File: config.mk
export PLATFORM = sky130hd
export DESIGN_NAME = berr_frame_seq
export DESIGN_NICKNAME = d
export VERILOG_FILES = /design/src/rtl/berr_pkg.sv /design/src/rtl/berr_ssw_enc.sv /design/src/rtl/berr_frame_word.sv /design/src/rtl/berr_frame_seq.sv
export SDC_FILE = /design/constraint.sdc
export NUM_CORES = 1
export LEC_CHECK = 0
export ABC_AREA = 1
export BUFFER_PORTS_ARGS = -buffer_cell sky130_fd_sc_hd__buf_2
export CAP_MARGIN = 20
export CORE_MARGIN = 5
export CORE_UTILIZATION = 39
export DETAILED_ROUTE_END_ITERATION = 8
export PLACE_DENSITY_LB_ADDON = 0.2
export SYNTH_ARGS = -nofsm -noshare
export SYNTH_HDL_FRONTEND = slang
export SYNTH_HIERARCHICAL = 1
export SYNTH_SLANG_ARGS = --single-unit
File: constraint.sdc
create_clock -name clk -period 5.1 [get_ports clk]
set_input_delay 0.51 -clock clk [delete_from_list [all_inputs] [get_ports clk]]
set_output_delay 0.51 -clock clk [all_outputs]
set_load 0.005 [all_outputs]
File: src/rtl/berr_pkg.sv
package berr_pkg;
  localparam int FRAME_WORDS = 29;
  localparam int IDX_W = $clog2(FRAME_WORDS);

  // kind of one frame word: stand-alone word, high or low half of a long
  typedef enum logic [1:0] {WK_SGL, WK_LHI, WK_LLO} wkind_e;

  typedef enum logic [2:0] {S_IDLE, S_VHI, S_VLO, S_PUSH, S_HALT} seq_st_e;
endpackage

File: src/rtl/berr_ssw_enc.sv
module berr_ssw_enc #(
  parameter int WR_BIT  = 8,
  parameter int BY_BIT  = 9,
  parameter int A0_BIT  = 10,
  parameter int IF_BIT  = 13
) (
  input  logic        is_write,
  input  logic        is_byte,
  input  logic        addr_b0,
  input  logic        is_ifetch,
  output logic [15:0] ssw
);
  always_comb begin
    ssw = '0;
    ssw[WR_BIT] = is_write;
    ssw[BY_BIT] = is_byte;
    ssw[A0_BIT] = addr_b0;
    ssw[IF_BIT] = is_ifetch;
  end
endmodule

File: src/rtl/berr_frame_word.sv
module berr_frame_word
  import berr_pkg::*;
#(
  parameter logic [15:0] FMT_VEC = 16'h8002
) (
  input  logic [IDX_W-1:0] idx,
  input  logic [15:0]      ssw,
  input  logic [15:0]      wdata,
  input  logic [31:0]      faddr,
  input  logic [31:0]      pc,
  input  logic [15:0]      sr,
  output wkind_e           kind,
  output logic [15:0]      data
);
  // time order of words: 8 zero longs, 6 buffer words, fault address,
  // status word, format word, PC, SR
  always_comb begin
    kind = WK_SGL;
    data = '0;
    if (idx < IDX_W'(16)) begin
      kind = idx[0] ? WK_LLO : WK_LHI;
    end else begin
      case (idx)
        IDX_W'(20): data = wdata;
        IDX_W'(22): begin kind = WK_LHI; data = faddr[31:16]; end
        IDX_W'(23): begin kind = WK_LLO; data = faddr[15:0];  end
        IDX_W'(24): data = ssw;
        IDX_W'(25): data = FMT_VEC;
        IDX_W'(26): begin kind = WK_LHI; data = pc[31:16]; end
        IDX_W'(27): begin kind = WK_LLO; data = pc[15:0];  end
        IDX_W'(28): data = sr;
        default: ;
      endcase
    end
  end
endmodule

File: src/rtl/berr_frame_seq.sv
module berr_frame_seq
  import berr_pkg::*;
#(
  parameter int              AW       = 24,
  parameter logic [AW-1:0]   VEC_ADDR = AW'(8),
  parameter logic [15:0]     FMT_VEC  = 16'h8002,
  parameter logic [15:0]     SUP_MASK = 16'h2000
) (
  input  logic          clk,
  input  logic          rst,
  input  logic          flt_valid,
  input  logic          flt_write,
  input  logic          flt_byte,
  input  logic          flt_ifetch,
  input  logic [AW-1:0] flt_addr,
  input  logic [15:0]   flt_wdata,
  input  logic [31:0]   cpu_pc,
  input  logic [15:0]   cpu_sr,
  input  logic [AW-1:0] cpu_sp,
  output logic          mem_req,
  output logic          mem_we,
  output logic [AW-1:0] mem_addr,
  output logic [15:0]   mem_wdata,
  input  logic [15:0]   mem_rdata,
  input  logic          mem_ack,
  input  logic          mem_err,
  output logic          busy,
  output logic          done,
  output logic          halted,
  output logic [31:0]   new_pc,
  output logic [15:0]   new_sr,
  output logic [AW-1:0] new_sp
);
  localparam logic [IDX_W-1:0] LAST_IDX = IDX_W'(FRAME_WORDS - 1);
  localparam logic [AW-1:0]    STEP2    = AW'(2);
  localparam logic [AW-1:0]    STEP4    = AW'(4);

  seq_st_e          st;
  logic [IDX_W-1:0] idx;
  logic [AW-1:0]    sp_r, fa_r;
  logic [31:0]      pc_r;
  logic [15:0]      sr_r, wd_r, vhi_r;
  logic             fw_r, fb_r, fi_r;
  logic [15:0]      ssw;

  logic [IDX_W-1:0] sel_idx  [2];
  wkind_e           sel_kind [2];
  logic [15:0]      sel_data [2];
  logic [AW-1:0]    sp_after, next_addr;
  logic             working, fail;

  berr_ssw_enc u_ssw (
    .is_write (fw_r),
    .is_byte  (fb_r),
    .addr_b0  (fa_r[0]),
    .is_ifetch(fi_r),
    .ssw      (ssw)
  );

  // slot 0 describes the word in flight, slot 1 the word to issue next
  assign sel_idx[0] = idx;
  assign sel_idx[1] = (st == S_PUSH) ? idx + IDX_W'(1) : '0;

  for (genvar g = 0; g < 2; g++) begin : g_word
    berr_frame_word #(.FMT_VEC(FMT_VEC)) u_word (
      .idx  (sel_idx[g]),
      .ssw  (ssw),
      .wdata(wd_r),
      .faddr(32'(fa_r)),
      .pc   (pc_r),
      .sr   (sr_r),
      .kind (sel_kind[g]),
      .data (sel_data[g])
    );
  end

  always_comb begin
    sp_after = sp_r;
    if (st == S_PUSH) begin
      if (sel_kind[0] == WK_LLO)      sp_after = sp_r - STEP4;
      else if (sel_kind[0] == WK_SGL) sp_after = sp_r - STEP2;
    end
    next_addr = sp_after - ((sel_kind[1] == WK_LHI) ? STEP4 : STEP2);
  end

  assign working = (st == S_VHI) || (st == S_VLO) || (st == S_PUSH);
  assign fail    = working && (flt_valid || (mem_req && mem_err));

  always_ff @(posedge clk) begin
    if (rst) begin
      st <= S_IDLE;   idx <= '0;
      sp_r <= '0;     fa_r <= '0;   pc_r <= '0;
      sr_r <= '0;     wd_r <= '0;   vhi_r <= '0;
      fw_r <= 1'b0;   fb_r <= 1'b0; fi_r <= 1'b0;
      mem_req <= 1'b0; mem_we <= 1'b0; mem_addr <= '0; mem_wdata <= '0;
      busy <= 1'b0;   done <= 1'b0; halted <= 1'b0;
      new_pc <= '0;   new_sr <= '0; new_sp <= '0;
    end else begin
      done <= 1'b0;
      if (fail) begin
        st      <= S_HALT;
        mem_req <= 1'b0;
        mem_we  <= 1'b0;
        busy    <= 1'b0;
        halted  <= 1'b1;
      end else begin
        case (st)
          S_IDLE: if (flt_valid) begin
            fw_r <= flt_write; fb_r <= flt_byte; fi_r <= flt_ifetch;
            fa_r <= flt_addr;  wd_r <= flt_wdata;
            pc_r <= cpu_pc;    sr_r <= cpu_sr;   sp_r <= cpu_sp;
            st       <= S_VHI;
            busy     <= 1'b1;
            mem_req  <= 1'b1;
            mem_we   <= 1'b0;
            mem_addr <= VEC_ADDR;
          end
          S_VHI: if (mem_ack) begin
            vhi_r    <= mem_rdata;
            mem_addr <= VEC_ADDR + STEP2;
            st       <= S_VLO;
          end
          S_VLO: if (mem_ack) begin
            new_pc    <= {vhi_r, mem_rdata};
            idx       <= '0;
            mem_we    <= 1'b1;
            mem_addr  <= next_addr;
            mem_wdata <= sel_data[1];
            st        <= S_PUSH;
          end
          S_PUSH: if (mem_ack) begin
            sp_r <= sp_after;
            if (idx == LAST_IDX) begin
              mem_req <= 1'b0;
              mem_we  <= 1'b0;
              busy    <= 1'b0;
              done    <= 1'b1;
              new_sp  <= sp_after;
              new_sr  <= sr_r | SUP_MASK;
              st      <= S_IDLE;
            end else begin
              idx       <= idx + IDX_W'(1);
              mem_addr  <= next_addr;
              mem_wdata <= sel_data[1];
            end
          end
          default: ;
        endcase
      end
    end
  end

  // request held unchanged until it is answered
  assert_hold_R8: assert property (@(posedge clk) disable iff (rst)
    mem_req && !mem_ack && !mem_err && !flt_valid |=>
      mem_req && $stable(mem_addr) && $stable(mem_we) && $stable(mem_wdata));

  // all accesses are word aligned
  assert_align_R3: assert property (@(posedge clk) disable iff (rst)
    mem_req |-> !mem_addr[0]);

  // reads only ever target the two vector words
  assert_vecread_R2: assert property (@(posedge clk) disable iff (rst)
    mem_req && !mem_we |-> (mem_addr == VEC_ADDR) || (mem_addr == VEC_ADDR + STEP2));

  assert_errhalt_R9: assert property (@(posedge clk) disable iff (rst)
    mem_req && mem_err |=> halted && !mem_req);

  assert_nested_R11: assert property (@(posedge clk) disable iff (rst)
    busy && flt_valid |=> halted);

  assert_sticky_R12: assert property (@(posedge clk) disable iff (rst)
    halted |=> halted && !mem_req && !done);

  assert_donesr_R7: assert property (@(posedge clk) disable iff (rst)
    done |-> new_sr[13] && !mem_req && !busy);
endmodule

## Word level (Yosys, flattened, before mapping)

Cells that the tools add are included.

| cells by class | value |
|---|---|
| add/sub/neg operators | 4 |
| order comparisons | 2 |
| equal/unequal tests | 29 |
| mux-type cells | 45 |
| bitwise operators | 3 |
| reductions and logical operators | 29 |

Operator list:

| operator | count |
|---|---|
| $mux 24 | 10 |
| $pmux 16 s8 | 1 |
| $pmux 24 s4 | 1 |
| $eq 5x5->1 const B | 13 |
| $mux 16 | 4 |
| $pmux 24 s2 | 1 |
| $pmux 16 s2 | 1 |
| $sub 24x2->24 const B | 1 |
| $sub 24x3->24 | 1 |
| $sub 24x3->24 const B | 1 |
| $mux 3 | 7 |
| $mux 5 | 4 |
| $ne 3x3->1 const B | 4 |
| $pmux 3 s4 | 1 |
| $reduce_and 4->1 | 3 |
| $reduce_and 6->1 | 2 |
| $lt 5x5->1 const B | 2 |
| $ne 2x2->1 const B | 5 |
| $pmux 5 s2 | 1 |
| $reduce_and 5->1 | 2 |
| $reduce_or 2->1 | 5 |
| $reduce_and 3->1 | 3 |
| $mux 2 | 4 |
| $pmux 2 s2 | 2 |
| 21 further kinds | 33 |

| word-level totals | value |
|---|---|
| bits in registers | 255 |
| input port bits | 136 |
| output and inout port bits | 117 |
| logic and storage cells | 133 |

## Logic depth before layout (Yosys ltp)

Gate-level depths: netlist (run 1).

| depth | value |
|---|---|
| depth after elaboration | 12 |
| depth in mapped cells | 28 |
| mapped depth without buffers | 24 |

## By module

The synthesis (run 1) kept the hierarchy.

Modules (own cells, without submodules):

| module | times used | cells an instance | area an instance (µm²) | seq. area each (µm²) |
|---|---|---|---|---|
| berr_frame_seq | 1 | 1491 | 10900.5 | 5104.9 |
| berr_frame_word | 2 | 266 | 1197.4 | 0.0 |
| berr_ssw_enc | 1 | 17 | 123.9 | 0.0 |

## Worst setup path before layout (run 1)

No wires, ideal clock.

| timing path | value |
|---|---|
| path type | register to register |
| start | reg st[1] |
| end | reg mem_addr[23] |
| library setup time | 0.070 ns |
| arrival | 3.496 ns |
| required time | 5.030 ns |
| setup slack | 1.534 ns |
| stages on the path, launching flop included | 29 |
| path buffers | 6 |
| clock period less this slack | 3.566 ns |
| path through | dfxtp_1 > buf_4 > nand2_1 > nor2_2 > buf_4 > buf_6 > clkbuf_1 > o21ai_0 > a21oi_1 > buf_4 > nand3_1 > nor2_4 > buf_4 > nor2_1 > o21ai_0 > nor2_1 > inv_1 > ha_1 > fa_1 > inv_1 > nor2_2 > nand2_1 > nor2_4 > nand3_4 > nor2_8 > nand3_1 > nand2_1 > nand3_1 > a21oi_1 |

RTL lines:

| element | line | RTL |
|---|---|---|
| start: declaration | berr_frame_seq.sv:38 | `seq_st_e st;` |
| start signal: assignment | berr_frame_seq.sv:91 | `st <= S_IDLE; idx <= '0;` |
| start signal: assignment | berr_frame_seq.sv:101 | `st <= S_HALT;` |
| start signal: assignment | berr_frame_seq.sv:112 | `st <= S_VHI;` |
| end signal: assignment | berr_frame_seq.sv:120 | `mem_addr <= VEC_ADDR + STEP2;` |
| end signal: assignment | berr_frame_seq.sv:127 | `mem_addr <= next_addr;` |
| end signal: assignment | berr_frame_seq.sv:143 | `mem_addr <= next_addr;` |
| end: declaration | berr_frame_seq.sv:22 | `output logic [AW-1:0] mem_addr,` |

==> flow_metrics.env, run 1 <==
export IMPL_status="complete, no violations"
export IMPL_cp_arrival_ns=4.91
export IMPL_max_vdd_ir_drop_uv=309
export IMPL_rsz0062_at_grt="false"
export IMPL_crit_fanout=63
export IMPL_htree_levels=1
export IMPL_drt_total_wl_um=41100
export IMPL_vias=12616
export IMPL_root_buffer="clkbuf_16"
export IMPL_finalCritPeriodShare_pct=88.5
export IMPL_finalSetupViolCount=0
export IMPL_grt_met3_usage_pct=3.41
export IMPL_postSynthCellCount=1793
export IMPL_port_buffers=252
export IMPL_grt_ovfl_total=0
export IMPL_pin_count=253
export IMPL_first_pass_iters=5
export IMPL_antenna_found_initial=1
export IMPL_cts_hold_buf=0
export IMPL_clk_latency_ns=0.55
export IMPL_grt_usage_pct=22.3
export IMPL_die_area_mm2=0.0353
export IMPL_grt_pass1_vias=11868
export IMPL_syn_avg_cell_area_um2=6.88
export IMPL_endpoint_kind="flip-flop"
export IMPL_slew_headroom_pct=33.7
export IMPL_slew_viol_final=0
export IMPL_met2_usage_pct=35.3
export IMPL_numCtsBuffers=29
export IMPL_path_clk_slew_ns=0.06
export IMPL_drtIter0Drc=1014
export IMPL_globalplace_congestion=0.914
export IMPL_drc_errors=0
export IMPL_yosys_warnings=6
export IMPL_critical_path_class="reg -> reg"
export IMPL_wl_per_cell_um=17.1
export IMPL_finalSetupTns_ns=0
export IMPL_grt_pass1_wl_um=64800
export IMPL_fin_crit_ns=4.52
export IMPL_hold_start="cpu_pc[29]"
export IMPL_cts_sinks=255
export IMPL_hold_depth=3
export IMPL_ant_nets=0
export IMPL_fin_skew_ns=0.0133
export IMPL_dieHeight_um=188
export IMPL_start_util_pct=39.3
export IMPL_top_usage_layer="met2"
export IMPL_nets=2119
export IMPL_die_w_um=188
export IMPL_worst_slew_pin_slew_ns=0.994
export IMPL_leakage_nw=6.55
export IMPL_hold_class="in -> reg"
export IMPL_drive_above_1_share_pct=19.3
export IMPL_rrSetupSlack_ns=0.58
export IMPL_whs_ns=0.228
export IMPL_r2r_start="st[1]"
export IMPL_cts_max_path_buffers=3
export IMPL_grt_met1_usage_pct=31.8
export IMPL_hold_violations=0
export IMPL_row_count=65
export IMPL_cp_required_ns=5.50
export IMPL_syn_area_mm2=0.0123
export IMPL_max_cap_violations=0
export IMPL_fmax_mhz=221
export IMPL_cts_setup_buffers=0
export IMPL_n_antenna_cell=0
export IMPL_hpwl_um=29400
export IMPL_viasPerCell=5.26
export IMPL_start_kind="flip-flop"
export IMPL_synthToLayoutAreaGrowth_pct=19.3
export IMPL_worstRegToRegCells=20
export IMPL_crit_path_start="st[1]"
export IMPL_cts_tree="done"
export IMPL_post_cts_resized=0
export IMPL_power_density_mw_per_mm2=528
export IMPL_core_area_mm2=0.0314
export IMPL_grt_max_degree=92
[layout make-up]
| type | count | area [um2] |
|---|---|---|
| clock inverters | 12 | 170 |
| multi-input cells | 1284 | 6190 |
| fillers | 3286 | 16700 |
| clock buffers | 39 | 803 |
| repair buffers | 269 | 1420 |
| well taps | 402 | 503 |
| flip-flops and latches | 255 | 5100 |
| inverters | 137 | 517 |
[sequential cells by signal, indices dropped and copies added, names as in the netlist, 3 cells and up]
name / cells
wd_r: 16
new_sr: 16
new_pc: 32
new_sp: 24
sr_r: 16
idx: 5
sp_r: 24
st: 3
mem_addr: 24
vhi_r: 16
mem_wdata: 16
fa_r: 24
pc_r: 32
[through the flow]
| stage | instances | power [mW] | cell area (um2) | util [%] | setup WS (ns) |
|---|---|---|---|---|---|
| 2_1_floorplan | 1811 | 4.72 | 12400 | - | 1.53 |
| 3_3_place_gp | 2345 | 5.56 | 13700 | 43.6 | 0.866 |
| 3_5_place_dp | 2345 | 5.59 | 13700 | 43.6 | 0.727 |
| 4_1_cts | 2396 | 7.76 | 14700 | 46.7 | 0.677 |
| 5_1_grt | 2398 | 8.27 | 14700 | 46.9 | 0.155 |
| 6_report | 2398 | 7.76 | 14700 | 46.9 | 0.584 |
[worst max-delay path: stages, from the launching register on]
cell      delay, ns
dfxtp_1        0.43
nand2_1        0.13
nor2_4         0.10
buf_4          0.28
o21ai_0        0.22
a21oi_4        0.16
buf_4          0.53
nand3_1        0.27
o221ai_1       0.22
inv_1          0.06
nor2_1         0.33
inv_1          0.12
ha_1           0.30
a21oi_1        0.14
nand2_1        0.15
nor2_1         0.12
nand4_1        0.25
nor2_1         0.27
nand3_1        0.09
nand3_1        0.09
a21oi_1        0.08
[worst paths after layout]
| kind | end |
|---|---|
| min reg2reg | new_pc[18] |
| max reg2reg | mem_addr[20] |
| min | pc_r[29] |
| max | mem_addr[20] |
[metal layers]
metal  part of all wire [%]  wire length (um)
met5                  0.027                11
met4                    2.7              1130
met3                    6.5              2670
met2                     45             18400
met1                     46             18900
[power by group]
part | internal [mW] | switching (mW) | leakage (nW)
Combinational | 0.846 | 2.16 | 4.00
Clock | 1.30 | 0.848 | 0.479
Sequential | 2.34 | 0.267 | 2.08
Total | 4.49 | 3.27 | 6.55
[cells in the final DEF (no fill, tap or decap), drive strengths merged, types with 2 or more instances in the layout]
cell type	count
o221ai	2
ha	6
a31oi	3
clkinv	5
buf	269
nor2	187
nand4	63
a211oi	3
inv	139
bufinv	4
conb	20
nand3	191
nand2	429
or2	3
clkbuf	39
dfxtp	255
a221oi	18
a21oi	234
o21ai	99
nor3	3
o211ai	16
No activity file was read; power rests on OpenSTA's default activity.
==> run 2, diff against run 1 <==
--- a/config.mk
+++ b/config.mk
@@ -12,6 +12,7 @@
 export CORE_UTILIZATION = 39
 export DETAILED_ROUTE_END_ITERATION = 8
 export PLACE_DENSITY_LB_ADDON = 0.2
+export REMOVE_ABC_BUFFERS = 1
 export SYNTH_ARGS = -nofsm -noshare
 export SYNTH_HDL_FRONTEND = slang
 export SYNTH_HIERARCHICAL = 1
==> flow_metrics.env, run 2 (synthesis results as in run 1) <==
export IMPL_nets=2120
export IMPL_cts_max_path_buffers=3
export IMPL_whs_ns=0.225
export IMPL_fill_cells=3270
export IMPL_max_cap_violations=0
export IMPL_path_buf_inv=4
export IMPL_grt_usage_pct=21.8
export IMPL_grt_max_degree=121
export IMPL_root_buffer="clkbuf_16"
export IMPL_viasPerCell=5.22
export IMPL_preCtsSetupSlack_ns=1.00
export IMPL_utilization_pct=46.8
export IMPL_pin_count=253
export IMPL_core_area_mm2=0.0314
export IMPL_hold_class="in -> reg"
export IMPL_cts_setup_buffers=0
export IMPL_hold_violations=0
export IMPL_grt_ovfl_total=0
export IMPL_cts_sinks=255
export IMPL_m1WireLength_um=18400
export IMPL_vias=12554
export IMPL_cts_tree="done"
export IMPL_synthToLayoutAreaGrowth_pct=19.3
export IMPL_cp_common_cell="nand2_1"
export IMPL_port_buffers=252
export IMPL_top_regs="new_pc x32, pc_r x32"
export IMPL_post_cts_resized=0
export IMPL_die_area_mm2=0.0353
export IMPL_power_density_mw_per_mm2=519
export IMPL_row_count=65
export IMPL_multi_input_area_mm2=0.00618
export IMPL_grt_pass1_vias=12063
export IMPL_wl_per_cell_um=16.7
export IMPL_highest_signal_layer="met5"
export IMPL_crit_family="simple AND/OR/NAND/NOR gates"
export IMPL_postPlaceCellArea_mm2=0.0137
export IMPL_leakage_nw=6.54
export IMPL_worst_slew_pin_slew_ns=1.02
export IMPL_fin_crit_ns=4.21
export IMPL_endpoint_kind="flip-flop"
export IMPL_start_util_pct=39.3
export IMPL_dieHeight_um=188
export IMPL_finalSetupViolCount=0
export IMPL_grt_pass1_wl_um=64100
export IMPL_cp_required_ns=5.58
export IMPL_crit_chain="ha_1, nand2_1, inv_1, nand2_1, o21ai_0, a21oi_4, buf_4, nand3_1, o221ai_1, inv_1, nor2_1, inv_1, ha_1, a21oi_1, nand2_1, nor2_1, nand4_1, nor2_1, nand2_1, nand2_1, nand3_1, a21oi_1"
export IMPL_rsz0062_at_grt="false"
export IMPL_final_common_cell="nand2_1"
export IMPL_drc_errors=0
export IMPL_finalSetupTns_ns=0
export IMPL_mostFrequentLayoutCells="nand2_1 (412), dfxtp_1 (255), buf_2 (251)"
export IMPL_slew_viol_final=0
export IMPL_die_w_um=188
export IMPL_slowest_delay_ns=0.56
export IMPL_drt_total_wl_um=40200
export IMPL_seqCellArea_mm2=0.00510
export IMPL_fmax_mhz=238
export IMPL_ant_nets=0
export IMPL_cp_arrival_ns=4.69
export IMPL_critical_path_class="reg -> reg"
export IMPL_drtIter0Drc=874
export IMPL_clk_latency_ns=0.56
export IMPL_finalCritPeriodShare_pct=82.5
export IMPL_globalplace_congestion=0.876
export IMPL_antenna_found_initial=3
export IMPL_slowest_stage="buf_4"
export IMPL_wl_met3_um=2390
export IMPL_first_pass_iters=5
export IMPL_numCtsBuffers=30
export IMPL_hpwl_um=27400
export IMPL_path_clk_slew_ns=0.06
export IMPL_final_area_mm2=0.0147
export IMPL_max_vdd_ir_drop_uv=334
export IMPL_finalWorstSetupSlack_ns=0.893
export IMPL_crit_fanout=63
export IMPL_status="complete, no violations"
export IMPL_slew_headroom_pct=32.1
export IMPL_met2_length_um=18300
export IMPL_drive_above_1_share_pct=19.3
export IMPL_start_kind="flip-flop"
export IMPL_cts_hold_buf=0
export IMPL_fin_skew_ns=0.0136
export IMPL_htree_levels=1
-- run 2: cell count changes in the layout (fill, tap and decap cells not counted) --
cell | previous run | this run
clkbuf_16 | 29 | 30
nor2_4 | 11 | 10
buf_4 | 16 | 14
diode_2 | 0 | 2
clkbuf_1 | 6 | 9
buf_16 | 1 | 2
clkinvlp_4 | 1 | 3
nor2_2 | 7 | 8
clkinv_8 | 0 | 1
bufinv_16 | 4 | 1
inv_6 | 2 | 0
buf_6 | 0 | 1
clkinv_4 | 0 | 1
-- run 2: final timing paths --
path	to	slack, ns	start	depth (start not counted)
hold reg to reg	new_pc[28]	0.46	new_pc[28]	2
hold / removal	pc_r[25]	0.22	cpu_pc[25]	3
setup / recovery	mem_addr[20]	0.89	idx[0]	22
setup reg to reg	mem_addr[20]	0.89	idx[0]	22
-- run 2: area by class of cell --
class	count	share of cell area [%]
well taps	402	3.42
repair buffers	269	9.85
inverters	137	3.51
flip-flops and latches	255	34.7
diodes	2	0.0340
clock inverters	11	0.698
clock buffers	43	5.71
multi-input cells	1284	42.1
-- run 2: where the power goes --
part	total, mW	internal (mW)	switching [mW]
Combinational	2.98	0.852	2.13
Sequential	2.59	2.34	0.252
Clock	2.05	1.19	0.857
-- run 2: stage by stage --
| stage | std cells | power [mW] |
|---|---|---|
| after floorplan | 1676 | 4.56 |
| after global placement | 2345 | 5.54 |
| after detailed placement | 2345 | 5.58 |
| after CTS | 2399 | 7.65 |
| after global routing | 2403 | 8.16 |
| final | 2403 | 7.63 |
-- run 2: worst min-delay path, cell delays in order --
cell and delay [ns]:
buf_2 0.10, nand3_1 0.06, a21oi_1 0.06
-- run 2: routing by layer --
metal | track usage, % | vias up
li1 | - | 6292
met1 | 29.7 | 5787
met3 | 3.61 | 74
met5 | 0 | -
met4 | 6.41 | 2
met2 | 35.7 | 399
==> run 3, diff against run 2 <==
--- a/config.mk
+++ b/config.mk
@@ -5,7 +5,7 @@
 export SDC_FILE = /design/constraint.sdc
 export NUM_CORES = 1
 export LEC_CHECK = 0
-export ABC_AREA = 1
+export ABC_AREA = 0
 export BUFFER_PORTS_ARGS = -buffer_cell sky130_fd_sc_hd__buf_2
 export CAP_MARGIN = 20
 export CORE_MARGIN = 5
==> constraint.sdc (replaced) <==
create_clock -name clk -period 4.4 [get_ports clk]
set_input_delay 0.44 -clock clk [delete_from_list [all_inputs] [get_ports clk]]
set_output_delay 0.44 -clock clk [all_outputs]
set_load 0.005 [all_outputs]
==> flow_metrics.env, run 3 <==
export IMPL_status="complete, no violations"
export IMPL_numCtsBuffers=29
export IMPL_crit_family="compound AO/OA/AOI/OAI gates"
export IMPL_cp_arrival_ns=4.56
export IMPL_htree_levels=1
export IMPL_drtIter0Drc=632
export IMPL_hpwl_um=22700
export IMPL_whs_ns=0.127
export IMPL_utilization_pct=47.7
export IMPL_power_density_mw_per_mm2=531
export IMPL_cts_max_path_buffers=3
export IMPL_worst_slew_pin_slew_ns=1.08
export IMPL_finalCritPeriodShare_pct=93.7
export IMPL_antenna_found_initial=1
export IMPL_critical_path_class="reg -> reg"
export IMPL_crit_chain="xor2_1, a21boi_0, nor2_1, nand4bb_1, o21ai_0, o31a_1, inv_1, ha_1, a21oi_1, o221a_2, o2111ai_1, or4b_4, buf_4, nor4_2, xnor2_1, a22o_1"
export IMPL_grt_usage_pct=19.6
export IMPL_vias=10899
export IMPL_cts_hold_buf=0
export IMPL_endpoint_kind="flip-flop"
export IMPL_rsz0062_at_grt="false"
export IMPL_root_buffer="clkbuf_16"
export IMPL_syn_area_mm2=0.0117
export IMPL_fill_cells=3047
export IMPL_syn_avg_cell_area_um2=7.72
export IMPL_die_w_um=183
export IMPL_grt_ovfl_total=0
export IMPL_grt_max_degree=93
export IMPL_n_antenna_cell=0
export IMPL_globalplace_congestion=0.860
export IMPL_postSynthCellCount=1510
export IMPL_max_cap_violations=0
export IMPL_first_pass_iters=5
export IMPL_port_buffers=252
export IMPL_clk_latency_ns=0.55
export IMPL_grt_pass1_vias=10410
export IMPL_slowest_stage="or4b_4"
export IMPL_start_util_pct=39.4
export IMPL_cts_tree="done"
export IMPL_drc_errors=0
export IMPL_cts_sinks=255
export IMPL_drt_total_wl_um=34400
export IMPL_slew_headroom_pct=28.2
export IMPL_finalWorstSetupSlack_ns=0.276
export IMPL_ant_nets=0
export IMPL_post_cts_resized=0
export IMPL_finalSetupTns_ns=0
export IMPL_final_common_cell="nand2_1"
export IMPL_synthToLayoutAreaGrowth_pct=21.0
export IMPL_viasPerCell=5.14
export IMPL_yosys_warnings=6
export IMPL_nets=1852
export IMPL_hold_violations=0
export IMPL_start_kind="flip-flop"
export IMPL_drive_above_1_share_pct=20.4
export IMPL_hold_class="in -> reg"
export IMPL_cts_setup_buffers=0
export IMPL_slew_viol_final=0
export IMPL_row_count=63
export IMPL_slowest_delay_ns=0.65
export IMPL_crit_fanout=6
export IMPL_preCtsSetupSlack_ns=0.214
export IMPL_cp_required_ns=4.83
export IMPL_fin_skew_ns=0.0167
export IMPL_finalSetupViolCount=0
export IMPL_path_clk_slew_ns=0.06
export IMPL_top_regs="new_pc x32, pc_r x32"
export IMPL_fmax_mhz=242
export IMPL_die_area_mm2=0.0334
export IMPL_fin_crit_ns=4.12
export IMPL_wl_per_cell_um=16.2
export IMPL_pin_count=253
export IMPL_mostFrequentLayoutCells="nand2_1 (387), dfxtp_1 (254), buf_2 (251)"
export IMPL_grt_pass1_wl_um=54800
export IMPL_rrSetupSlack_ns=0.28
export IMPL_path_buf_inv=2
export IMPL_max_vdd_ir_drop_uv=317
export IMPL_dieHeight_um=183
export IMPL_core_area_mm2=0.0296
export IMPL_leakage_nw=5.61
==> run 3: worst reg2reg max path: stages (launching register included) <==
cell	delay [ns]
dfxtp_1	0.36
xor2_1	0.17
a21boi_0	0.30
nor2_1	0.09
nand4bb_1	0.27
o21ai_0	0.21
o31a_1	0.24
inv_1	0.07
ha_1	0.29
a21oi_1	0.14
o221a_2	0.24
o2111ai_1	0.27
or4b_4	0.65
buf_4	0.17
nor4_2	0.23
xnor2_1	0.10
a22o_1	0.20
==> run 3: metrics by stage <==
step           instance area [um2]  cells  total power [mW]
4_1_cts                      14100   2118              7.56
5_1_grt                      14100   2120              8.01
3_5_place_dp                 13100   2066              5.20
6_report                     14100   2120              7.49
3_3_place_gp                 13100   2066              5.16
2_1_floorplan                11100   1389              4.40
==> run 3: power breakdown <==
| group | internal (mW) | switching (mW) |
|---|---|---|
| clock | 1.39 | 0.944 |
| sequential | 2.60 | 0.217 |
| combinational | 0.864 | 1.48 |
==> run 3: cell type report <==
cell class | count | area, um2 | share of cell area, %
Clock buffer | 47 | 863 | 6.12
Clock inverter | 5 | 62.6 | 0.444
Inverter | 15 | 56.3 | 0.399
Multi-Input combinational cell | 1119 | 5970 | 42.3
Sequential cell | 255 | 5110 | 36.2
Tap cell | 390 | 488 | 3.46
Timing Repair Buffer | 289 | 1560 | 11.1
==> run 3: path summary, 6_finish.rpt <==
check | cells after the start | endpoint | start
worst max register to register | 16 | mem_addr[22] | idx[2]
worst min register to register | 2 | new_pc[22] | new_pc[22]
worst max-delay path | 16 | mem_addr[22] | idx[2]
worst min-delay path | 3 | sr_r[5] | cpu_sr[5]
==> run 3: layer usage <==
metal / vias to the layer above / wire length, um / GRT usage, %
li1: 5527 / - / -
met1: 5047 / 15800 / 26.2
met2: 285 / 16000 / 33.5
met3: 38 / 2080 / 3.61
met4: 2 / 538 / 3.49
met5: - / 13 / 0
